File: config.mk
export PLATFORM = sky130hd
export DESIGN_NAME = evb_top
export DESIGN_NICKNAME = d
export VERILOG_FILES = /design/src/rtl/evb_pkg.sv /design/src/rtl/evb_global.sv /design/src/rtl/evb_counter.sv /design/src/rtl/evb_top.sv
export SDC_FILE = /design/constraint.sdc
export NUM_CORES = 2
export LEC_CHECK = 0
export ABC_CLOCK_PERIOD_IN_PS = 5200
export BUFFER_PORTS_ARGS = -buffer_cell sky130_fd_sc_hd__buf_2
export CAP_MARGIN = 20
export CORE_ASPECT_RATIO = 0.8
export CORE_MARGIN = 2
export CORE_UTILIZATION = 28
export CTS_CLUSTER_DIAMETER = 30
export DETAILED_ROUTE_END_ITERATION = 12
export GPL_ROUTABILITY_DRIVEN = 0
export PLACE_DENSITY_LB_ADDON = 0.15
export SKIP_CTS_REPAIR_TIMING = 1
export SLEW_MARGIN = 5
export SYNTH_ARGS = -nofsm -noshare
export SYNTH_HDL_FRONTEND = slang
export SYNTH_SLANG_ARGS = --single-unit
File: constraint.sdc
create_clock -name clk -period 5.2 [get_ports clk]
set_clock_uncertainty 0.15 [all_clocks]
set_input_delay 0.78 -clock clk [delete_from_list [all_inputs] [get_ports clk]]
set_output_delay 0.78 -clock clk [all_outputs]
set_load 0.02 [all_outputs]
File: src/rtl/evb_pkg.sv
package evb_pkg;

    localparam int DATA_W     = 32;
    localparam int CODE_W     = 7;

    localparam logic [7:0] GLB_ADDR = 8'h40;
    localparam logic [7:0] CNT_BASE = 8'h50;

    // bit positions inside the control words
    localparam int G_FRZ_BIT  = 31;
    localparam int G_IEN_BIT  = 30;
    localparam int G_ARM_BIT  = 29;
    localparam int L_FRZ_BIT  = 31;
    localparam int L_CE_BIT   = 26;
    localparam int L_CODE_LSB = 16;

    // sub-register of a slot, taken from address bits 3:2
    typedef enum logic [1:0] {
        SUB_CTL  = 2'd0,
        SUB_SPR  = 2'd1,
        SUB_LO   = 2'd2,
        SUB_HI   = 2'd3
    } sub_e;

    typedef struct packed {
        logic              frz;
        logic              ce;
        logic [CODE_W-1:0] code;
    } lctl_t;

    typedef struct packed {
        logic frz_all;
        logic ien;
        logic arm;
    } gctl_t;

    function automatic logic [DATA_W-1:0] lctl_word(lctl_t c);
        logic [DATA_W-1:0] w;
        w = '0;
        w[L_FRZ_BIT] = c.frz;
        w[L_CE_BIT]  = c.ce;
        w[L_CODE_LSB +: CODE_W] = c.code;
        return w;
    endfunction

    function automatic logic [DATA_W-1:0] gctl_word(gctl_t g);
        logic [DATA_W-1:0] w;
        w = '0;
        w[G_FRZ_BIT] = g.frz_all;
        w[G_IEN_BIT] = g.ien;
        w[G_ARM_BIT] = g.arm;
        return w;
    endfunction

endpackage

File: src/rtl/evb_global.sv
module evb_global
    import evb_pkg::*;
(
    input  logic              clk,
    input  logic              rst_n,
    input  logic              wr,
    input  logic [DATA_W-1:0] wdata,
    input  logic              trip_any,
    output gctl_t             g_o
);

    gctl_t g_d, g_q;

    always_comb begin
        g_d = g_q;
        if (wr) begin
            g_d.frz_all = wdata[G_FRZ_BIT];
            g_d.ien     = wdata[G_IEN_BIT];
            g_d.arm     = wdata[G_ARM_BIT];
        end
        // hardware freeze wins over a same-cycle software write
        if (trip_any) begin
            g_d.frz_all = 1'b1;
        end
    end

    always_ff @(posedge clk) begin
        if (!rst_n) begin
            g_q <= '0;
        end else begin
            g_q <= g_d;
        end
    end

    assign g_o = g_q;

endmodule

File: src/rtl/evb_counter.sv
module evb_counter
    import evb_pkg::*;
#(
    parameter int CNT_W    = 32,
    parameter int NUM_EV   = 16,
    parameter bit IS_CYCLE = 1'b0
) (
    input  logic              clk,
    input  logic              rst_n,
    input  logic              frz_all,
    input  logic              arm,
    input  logic              wr_ctl,
    input  logic              wr_lo,
    input  logic              wr_hi,
    input  logic [DATA_W-1:0] wdata,
    input  logic [NUM_EV-1:0] ev,
    output lctl_t             ctl_o,
    output logic [CNT_W-1:0]  cnt_o,
    output logic              trip_o,
    output logic              flag_o
);

    localparam int MSB = CNT_W - 1;

    typedef struct packed {
        lctl_t            ctl;
        logic [CNT_W-1:0] cnt;
        logic             flag;
    } st_t;

    st_t  s_d, s_q;
    logic ev_hit;
    logic inc;
    logic run;
    logic trip;
    logic [CNT_W-1:0] bumped;
    logic [63:0]      wide;

    // event select: codes with no connected line stay low
    always_comb begin
        ev_hit = 1'b0;
        for (int i = 0; i < NUM_EV; i++) begin
            if (s_q.ctl.code == CODE_W'(i)) begin
                ev_hit = ev[i];
            end
        end
    end

    always_comb begin
        s_d    = s_q;
        trip   = 1'b0;
        run    = !frz_all && !s_q.ctl.frz;
        inc    = IS_CYCLE ? 1'b1 : ev_hit;
        bumped = s_q.cnt + CNT_W'(1);
        wide   = 64'(s_q.cnt);

        if (wr_lo || wr_hi) begin
            if (wr_lo) wide[31:0]  = wdata;
            if (wr_hi) wide[63:32] = wdata;
            s_d.cnt = wide[CNT_W-1:0];
        end else if (run && inc) begin
            s_d.cnt = bumped;
            if (s_q.ctl.ce && !s_q.cnt[MSB] && bumped[MSB] && arm) begin
                trip = 1'b1;
            end
        end

        if (trip) begin
            s_d.flag = 1'b1;
        end else if (!s_q.cnt[MSB] && !frz_all) begin
            s_d.flag = 1'b0;
        end

        if (wr_ctl) begin
            s_d.ctl.frz  = wdata[L_FRZ_BIT];
            s_d.ctl.ce   = wdata[L_CE_BIT];
            s_d.ctl.code = wdata[L_CODE_LSB +: CODE_W];
        end
    end

    always_ff @(posedge clk) begin
        if (!rst_n) begin
            s_q <= '0;
        end else begin
            s_q <= s_d;
        end
    end

    assign ctl_o  = s_q.ctl;
    assign cnt_o  = s_q.cnt;
    assign trip_o = trip;
    assign flag_o = s_q.flag;

endmodule

File: src/rtl/evb_top.sv
module evb_top
    import evb_pkg::*;
#(
    parameter int NUM_CNT  = 11,
    parameter int NUM_EV   = 16,
    parameter int ADDR_W   = 8,
    parameter int WIDE_W   = 64,
    parameter int NARROW_W = 32
) (
    input  logic              clk,
    input  logic              rst_n,
    input  logic              wr_en,
    input  logic [ADDR_W-1:0] addr,
    input  logic [31:0]       wdata,
    output logic [31:0]       rdata,
    input  logic [NUM_EV-1:0] ev_in,
    output logic              irq_o
);

    localparam int SLOT_W = ADDR_W - 4;

    gctl_t g_w;
    logic  frz_all_w;
    logic  arm_w;
    logic  glb_sel;
    logic  in_bank;
    logic [ADDR_W-1:0] rel;
    logic [SLOT_W-1:0] slot;
    sub_e              sub;

    logic  [NUM_CNT-1:0]             trip_w;
    logic  [NUM_CNT-1:0]             flag_w;
    logic  [NUM_CNT-1:0]             run_w;
    lctl_t [NUM_CNT-1:0]             ctl_w;
    logic  [NUM_CNT-1:0][DATA_W-1:0] cnt_lo_w;
    logic  [NUM_CNT-1:0][DATA_W-1:0] cnt_hi_w;

    assign glb_sel = (addr == ADDR_W'(GLB_ADDR));
    assign in_bank = (addr >= ADDR_W'(CNT_BASE));
    assign rel     = addr - ADDR_W'(CNT_BASE);
    assign slot    = rel[ADDR_W-1:4];
    assign sub     = sub_e'(rel[3:2]);

    evb_global u_glb (
        .clk      (clk),
        .rst_n    (rst_n),
        .wr       (wr_en && glb_sel),
        .wdata    (wdata),
        .trip_any (|trip_w),
        .g_o      (g_w)
    );

    assign frz_all_w = g_w.frz_all;
    assign arm_w     = g_w.ien && g_w.arm;

    for (genvar n = 0; n < NUM_CNT; n++) begin : g_slot
        localparam int W = (n == 0) ? WIDE_W : NARROW_W;
        logic [W-1:0] val;
        logic hit;

        assign hit = wr_en && in_bank && (slot == SLOT_W'(n));

        evb_counter #(
            .CNT_W    (W),
            .NUM_EV   (NUM_EV),
            .IS_CYCLE (n == 0)
        ) u_cnt (
            .clk     (clk),
            .rst_n   (rst_n),
            .frz_all (frz_all_w),
            .arm     (arm_w),
            .wr_ctl  (hit && sub == SUB_CTL),
            .wr_lo   (hit && sub == SUB_LO),
            .wr_hi   (hit && sub == SUB_HI && (W > 32)),
            .wdata   (wdata),
            .ev      (ev_in),
            .ctl_o   (ctl_w[n]),
            .cnt_o   (val),
            .trip_o  (trip_w[n]),
            .flag_o  (flag_w[n])
        );

        assign cnt_lo_w[n] = val[31:0];
        assign cnt_hi_w[n] = 32'(64'(val) >> 32);
        assign run_w[n]    = !frz_all_w && !ctl_w[n].frz;
    end

    always_comb begin
        rdata = '0;
        if (glb_sel) begin
            rdata = gctl_word(g_w);
        end else if (in_bank && slot < SLOT_W'(NUM_CNT)) begin
            case (sub)
                SUB_CTL: rdata = lctl_word(ctl_w[slot]);
                SUB_LO:  rdata = cnt_lo_w[slot];
                SUB_HI:  rdata = cnt_hi_w[slot];
                default: rdata = '0;
            endcase
        end
    end

    assign irq_o = |flag_w;

endmodule

== Yosys cells after proc, flatten, opt, wreduce, memory -nomap -nowiden ==
Cells that the tools add are included.
W data, S select, Z words.

* ROM bits: 0
* Logic and storage cells: 655
* Bits in registers: 497
* Bits in writable memories: 0
* Bits in latches: 0
* Input port bits: 59
* Memories: 0

* Multiplexer cells: 250
* Equal/unequal tests: 165
* Multipliers: 0
* Shift operators: 0
* $lt $le $gt $ge: 3
* Add/sub/neg operators: 12
* Div/mod/pow operators: 0
* Reductions and logical operators: 166
* Bitwise operators: 0

{| class="wikitable"
|+ Operator list
! operator !! number
|-
| $mux W32 || 26
|-
| $eq A7 B4 Y1 const B || 80
|-
| $add A32 B1 Y32 const B || 10
|-
| $eq A7 B3 Y1 const B || 40
|-
| $bmux W32 S4 || 2
|-
| $mux W1 || 216
|-
| $eq A7 B2 Y1 const B || 20
|-
| $mux W64 || 2
|-
| $logic_and A1 B1 Y1 || 103
|-
| $pmux W32 S3 || 1
|-
| $eq A7 B1 Y1 const B || 10
|-
| $logic_not A7 Y1 || 10
|-
| $add A64 B1 Y64 const B || 1
|-
| $reduce_bool A2 Y1 || 23
|-
| $bmux W9 S4 || 1
|-
| $logic_not A1 Y1 || 23
|-
| $reduce_or A11 Y1 || 2
|-
| $eq A4 B3 Y1 const B || 4
|-
| $eq A4 B4 Y1 const B || 3
|-
| $mux W9 || 1
|-
| $eq A4 B2 Y1 const B || 2
|-
| $eq A8 B7 Y1 const B || 1
|-
| $ge A8 B7 Y1 const B || 1
|-
| $sub A8 B7 Y8 const B || 1
|-
| 10 further kinds || 13
|}

== Depth between registers and ports, before layout ==
* Depth after elaboration: 22
* Mapped depth: 14

== Cells and area by module ==
A second synthesis with hierarchy kept.

* Cells, all modules: 4737
* Area total of the unflattened synthesis: 38401.8 um2

{| class="wikitable"
|+ By module, submodules not included
! module !! area an instance (um2) !! instances !! cells an instance
|-
| evb_counter at g_slot[10].u_cnt ... || 2916.5 || 10 || 364
|-
| evb_counter at g_slot[0].u_cnt || 4575.6 || 1 || 600
|-
| evb_top || 4545.6 || 1 || 488
|-
| evb_global || 115.1 || 1 || 9
|}

== Worst setup path after synthesis ==
Ideal clock, no wire load.

* Kind: input port to output port
* Start: input port addr[4]
* End: output port rdata[30]
* Data arrival time: 3646 ps
* Required time: 4270 ps
* Cell stages on the path: 11
* Setup slack: 624 ps
* Path through: buf_2 inv_1 ha_1 buf_2 buf_2 buf_1 nand3_1 nor3_1 clkbuf_1 a22oi_1 o21ai_0

* Longest elaborated chain between the ends: 6

{| class="wikitable"
|+ RTL lines
! element !! RTL line !! source
|-
| start, declared || evb_top.sv:13 || <nowiki>input logic [ADDR_W-1:0] addr,</nowiki>
|-
| $sub A8 B7 Y8 || evb_top.sv:40 || <nowiki>assign rel = addr - ADDR_W'(CNT_BASE);</nowiki>
|-
| $bmux W32 S4 (on tied branches) || evb_top.sv:96, evb_top.sv:95 ||
|-
| $mux W32 (on tied branches) || evb_top.sv:96, evb_top.sv:95 ||
|-
| $pmux W32 S3 || evb_top.sv:93 || <nowiki>case (sub)</nowiki>
|-
| $mux W32 || evb_top.sv:92 || <nowiki>end else if (in_bank && slot < SLOT_W'(NUM_CNT)) begin</nowiki>
|-
| $mux W32 * || evb_top.sv:90 || <nowiki>if (glb_sel) begin</nowiki>
|-
| end, declared || evb_top.sv:15 || <nowiki>output logic [31:0] rdata,</nowiki>
|}

Every way passes the cells marked *; elsewhere a longest branch is shown, timed or not. The select of a mux whose other input is x is not followed.

== Worst setup path after layout ==
* Start: input port addr[5]
* End: output port rdata[20]

* Longest elaborated chain between the ends: 6

{| class="wikitable"
|+ RTL lines
! element !! RTL line !! source
|-
| $sub A8 B7 Y8 || evb_top.sv:40 ||
|-
| $bmux W32 S4 (tied with other cells) || evb_top.sv:96 || <nowiki>SUB_HI: rdata = cnt_hi_w[slot];</nowiki>
|-
| $mux W32 (not written as such) (tied with other cells) || evb_top.sv:96 ||
|-
| $pmux W32 S3 || evb_top.sv:93 ||
|-
| $mux W32 || evb_top.sv:92 ||
|-
| $mux W32 * || evb_top.sv:90 ||
|}

Marks and branches as above.

==> flow_metrics.tcl <==
set metrics [dict create \
    viasPerCell 5.76 \
    drtIter0Drc 3766 \
    rsz0062_at_grt "false" \
    wire_per_inst_um 26.4 \
    max_stage_delay_ns 0.67 \
    max_slew_margin_pct 21.6 \
    cts-root-buf "clkbuf_16" \
    crit_chain "buf_2 -> inv_1 -> ha_4 -> buf_12 -> buf_12 -> mux4_2 -> nand3_1 -> o21ai_0 -> a22oi_1 -> a21oi_1 -> buf_2" \
    max_freq_ghz 0.211 \
    layout.nets 4037 \
    worst_ep_arrival_time_ns 3.81 \
    num_io_pins 92 \
    syn_area_per_cell_um2 8.02 \
    cap_violations 0 \
    clk_latency_ns 0.76 \
    netlist_area_um2 32000 \
    yosys.area.top_type "dfxtp_1" \
    slew_viol_final 0 \
    cp_top_family "buffers and inverters" \
    vias 32300 \
    worst_pin_slew_ns 1.18 \
    r2r_slack_ns 1.51 \
    grt_pass1_wl_um 213000 \
    grt_pass1_vias 29400 \
    drive_gt1_share_pct 15.9 \
    synth_compound_area_share_pct 20.9 \
    crit_cells 11 \
    cts_buffer_depth 3 \
    numCtsBuffers 155 \
    synthTopCellsByArea "dfxtp_1, mux4_2, o21ai_0" \
    async_reset_ff_share_pct 0 \
    path_buf_inv 5 \
    overflow 0 \
    grt_start_max_net_pins 121 \
    grtUsageTotal_pct 24.6 \
    setup-tns-final_ns 0 \
    fillers 11700 \
    synth_fp_nets 4065 \
    detailed_place_hpwl_um 104000 \
    hold_class "input port to flip-flop" \
    start_kind "input port" \
    synth_cells 3990 \
    synth-edff-count 0 \
    detail-route-antenna-nets 0 \
    fin_total_pwr_w 0.0142 \
    yosysTopAreaCellShare_pct 31.1 \
    fin_crit_sh_pct 91.1 \
    fin_cells 5601 \
    core_um2 113000 \
    die_w_um 382 \
    ff2ff_path_depth 7 \
    areaGrowthSynthToFinish_pct 22.1 \
    initial_core_util_pct 28.3 \
    hold_depth 3 \
    synth_fa_ha_area_share_pct 0.625 \
    die-area_um2 117000 \
    cts_tree "built" \
    critPathSlowestCell "a22oi_1" \
    placedCellCount 5317 \
    htree_levels 4 \
    synth_top_family_by_area "simple AND/OR/NAND/NOR gates" \
    ys_ff_latch 497 \
    dieHeight_um 306 \
    synth_xor_xnor_area_share_pct 7.22 \
    required_ns 4.27 \
    std_cell_rows 110 \
    yosysUniqueCellTypes 90 \
    setup_violations 0 \
    synth_seq_area_share_pct 31.1 \
    hold_viol_final 0 \
    synthSimpleGateAreaFrac_pct 22.0 \
    yosysWarningCount 0 \
    crit_fanout 33 \
    p_leak_nw 12.5 \
    numPortBuffers 91 \
    vdd_drop_max_mv 0.307 \
    clkTransAtPathRegs_ns 0.04 \
    outcome "complete, no violations" \
    firstDrtPassIters 6 \
    p_per_area_nw_per_um2 363 \
    worstSetupPathType "input port to output pin" \
    grt_antenna_before_repair 16 \
    clock_sinks 497 \
    routed_wl_um 148000 \
    drc 0 \
    finalCriticalPeriod_ns 4.74 \
    utilization_pct 34.6 \
    synth_ff_type "dfxtp_1" \
    muxShareOfSynthArea_pct 12.9 \
    critPathCaptureType "output pin" \
]
## layout by cell type (no fill, tap or decap), types with 29 or more instances in the layout
master,n
mux4_2,97
xnor2_1,157
and4_1,37
nand2_1,221
clkbuf_16,157
nand4_1,111
or3_1,51
nand3_1,192
and3_1,65
a22oi_1,78
buf_4,68
xor2_1,105
o21ai_0,400
mux2i_1,135
a31oi_1,55
a21oi_1,350
clkbuf_8,35
nor2_1,369
buf_2,89
inv_1,80
mux2_2,53
clkinv_2,39
dfxtp_1,497
nor4_1,75
o31ai_1,29
nor3_1,72
a211oi_1,77
## cells in the mapped netlist, drive strengths merged, types with 26 or more instances
library cell,number
nand4,111
a211oi,79
mux4,97
a22oi,78
and4,38
dfxtp,497
buf,67
or3,53
a31oi,55
mux2i,135
nand2,221
nor4,87
clkbuf,288
mux2,53
o31ai,30
nor2,376
xor2,105
a21oi,353
nor3,74
and2,26
o21ai,402
inv,81
nand3,194
xnor2,159
and3,65
## worst paths after layout
kind,startpoint,endpoint
worst min register to register,g_slot[5].u_cnt.flag_o$_SDFFE_PN0P_,g_slot[5].u_cnt.flag_o$_SDFFE_PN0P_
worst min-delay path,wr_en,u_glb.g_o[1]$_SDFFE_PN0P_
worst max register to register,u_glb.g_o[2]$_SDFFE_PN0P_,g_slot[3].u_cnt.cnt_o[22]$_SDFFE_PN0P_
worst max-delay path,addr[5],rdata[20]
## worst min-delay path, cell delays in order
cell and delay [ns]:
buf_2 0.18, nand3_1 0.11, a21oi_1 0.06
## layer usage
metal / GRT usage, % / vias up / wire length (um)
li1: - / 14800 / -
met2: 35.2 / 1406 / 61700
met3: 4.81 / 228 / 12400
met5: 0 / - / 0
met1: 36.2 / 15900 / 69100
met4: 8.84 / 0 / 4670
## report_power, final
| part | switching [W] | internal, W |
|---|---|---|
| Sequential | 0.0000740 | 0.00387 |
| Combinational | 0.000627 | 0.000254 |
| Clock | 0.00287 | 0.00650 |
## kinds of logic (layout without fill, tap and decap cells)
family / Yosys count / after routing
compound gates: 1130 / 1130
xor+xnor: 264 / 264
fa+ha+maj: 16 / 16
buf+inv: 436 / 534
flops: 497 / 497
mux: 285 / 285
other cells: 0 / 1
simple gates: 1362 / 1362
## registers in the layout, indices dropped and copies added (netlist names)
signal,count
u_glb.g_o,3
g_slot.u_cnt.cnt_o,384
g_slot.u_cnt.ctl_o,99
g_slot.u_cnt.flag_o,11
## stage by stage
stage | area (um^2) | setup slack, ns | hold WS (ns)
2_1_floorplan | 32000 | 0.624 | 0.300
3_3_place_gp | 33800 | 0.625 | 0.313
3_5_place_dp | 33800 | 0.619 | 0.319
4_1_cts | 39100 | 0.614 | 0.238
5_1_grt | 39100 | 0.340 | 0.287
6_report | 39100 | 0.463 | 0.284
## layout make-up
class                      instances  area [um^2]  area share, %
multi-input combinational       3057        20500           52.4
inverter                          81          312          0.797
clock inverter                    65          744           1.90
antenna                            1         2.50        0.00640
sequential                       497         9950           25.5
clock buffer                     218         4500           11.5
tap                             1512         1890           4.84
timing repair buffer             170         1200           3.07
No activity file was read; power rests on OpenSTA's default activity.
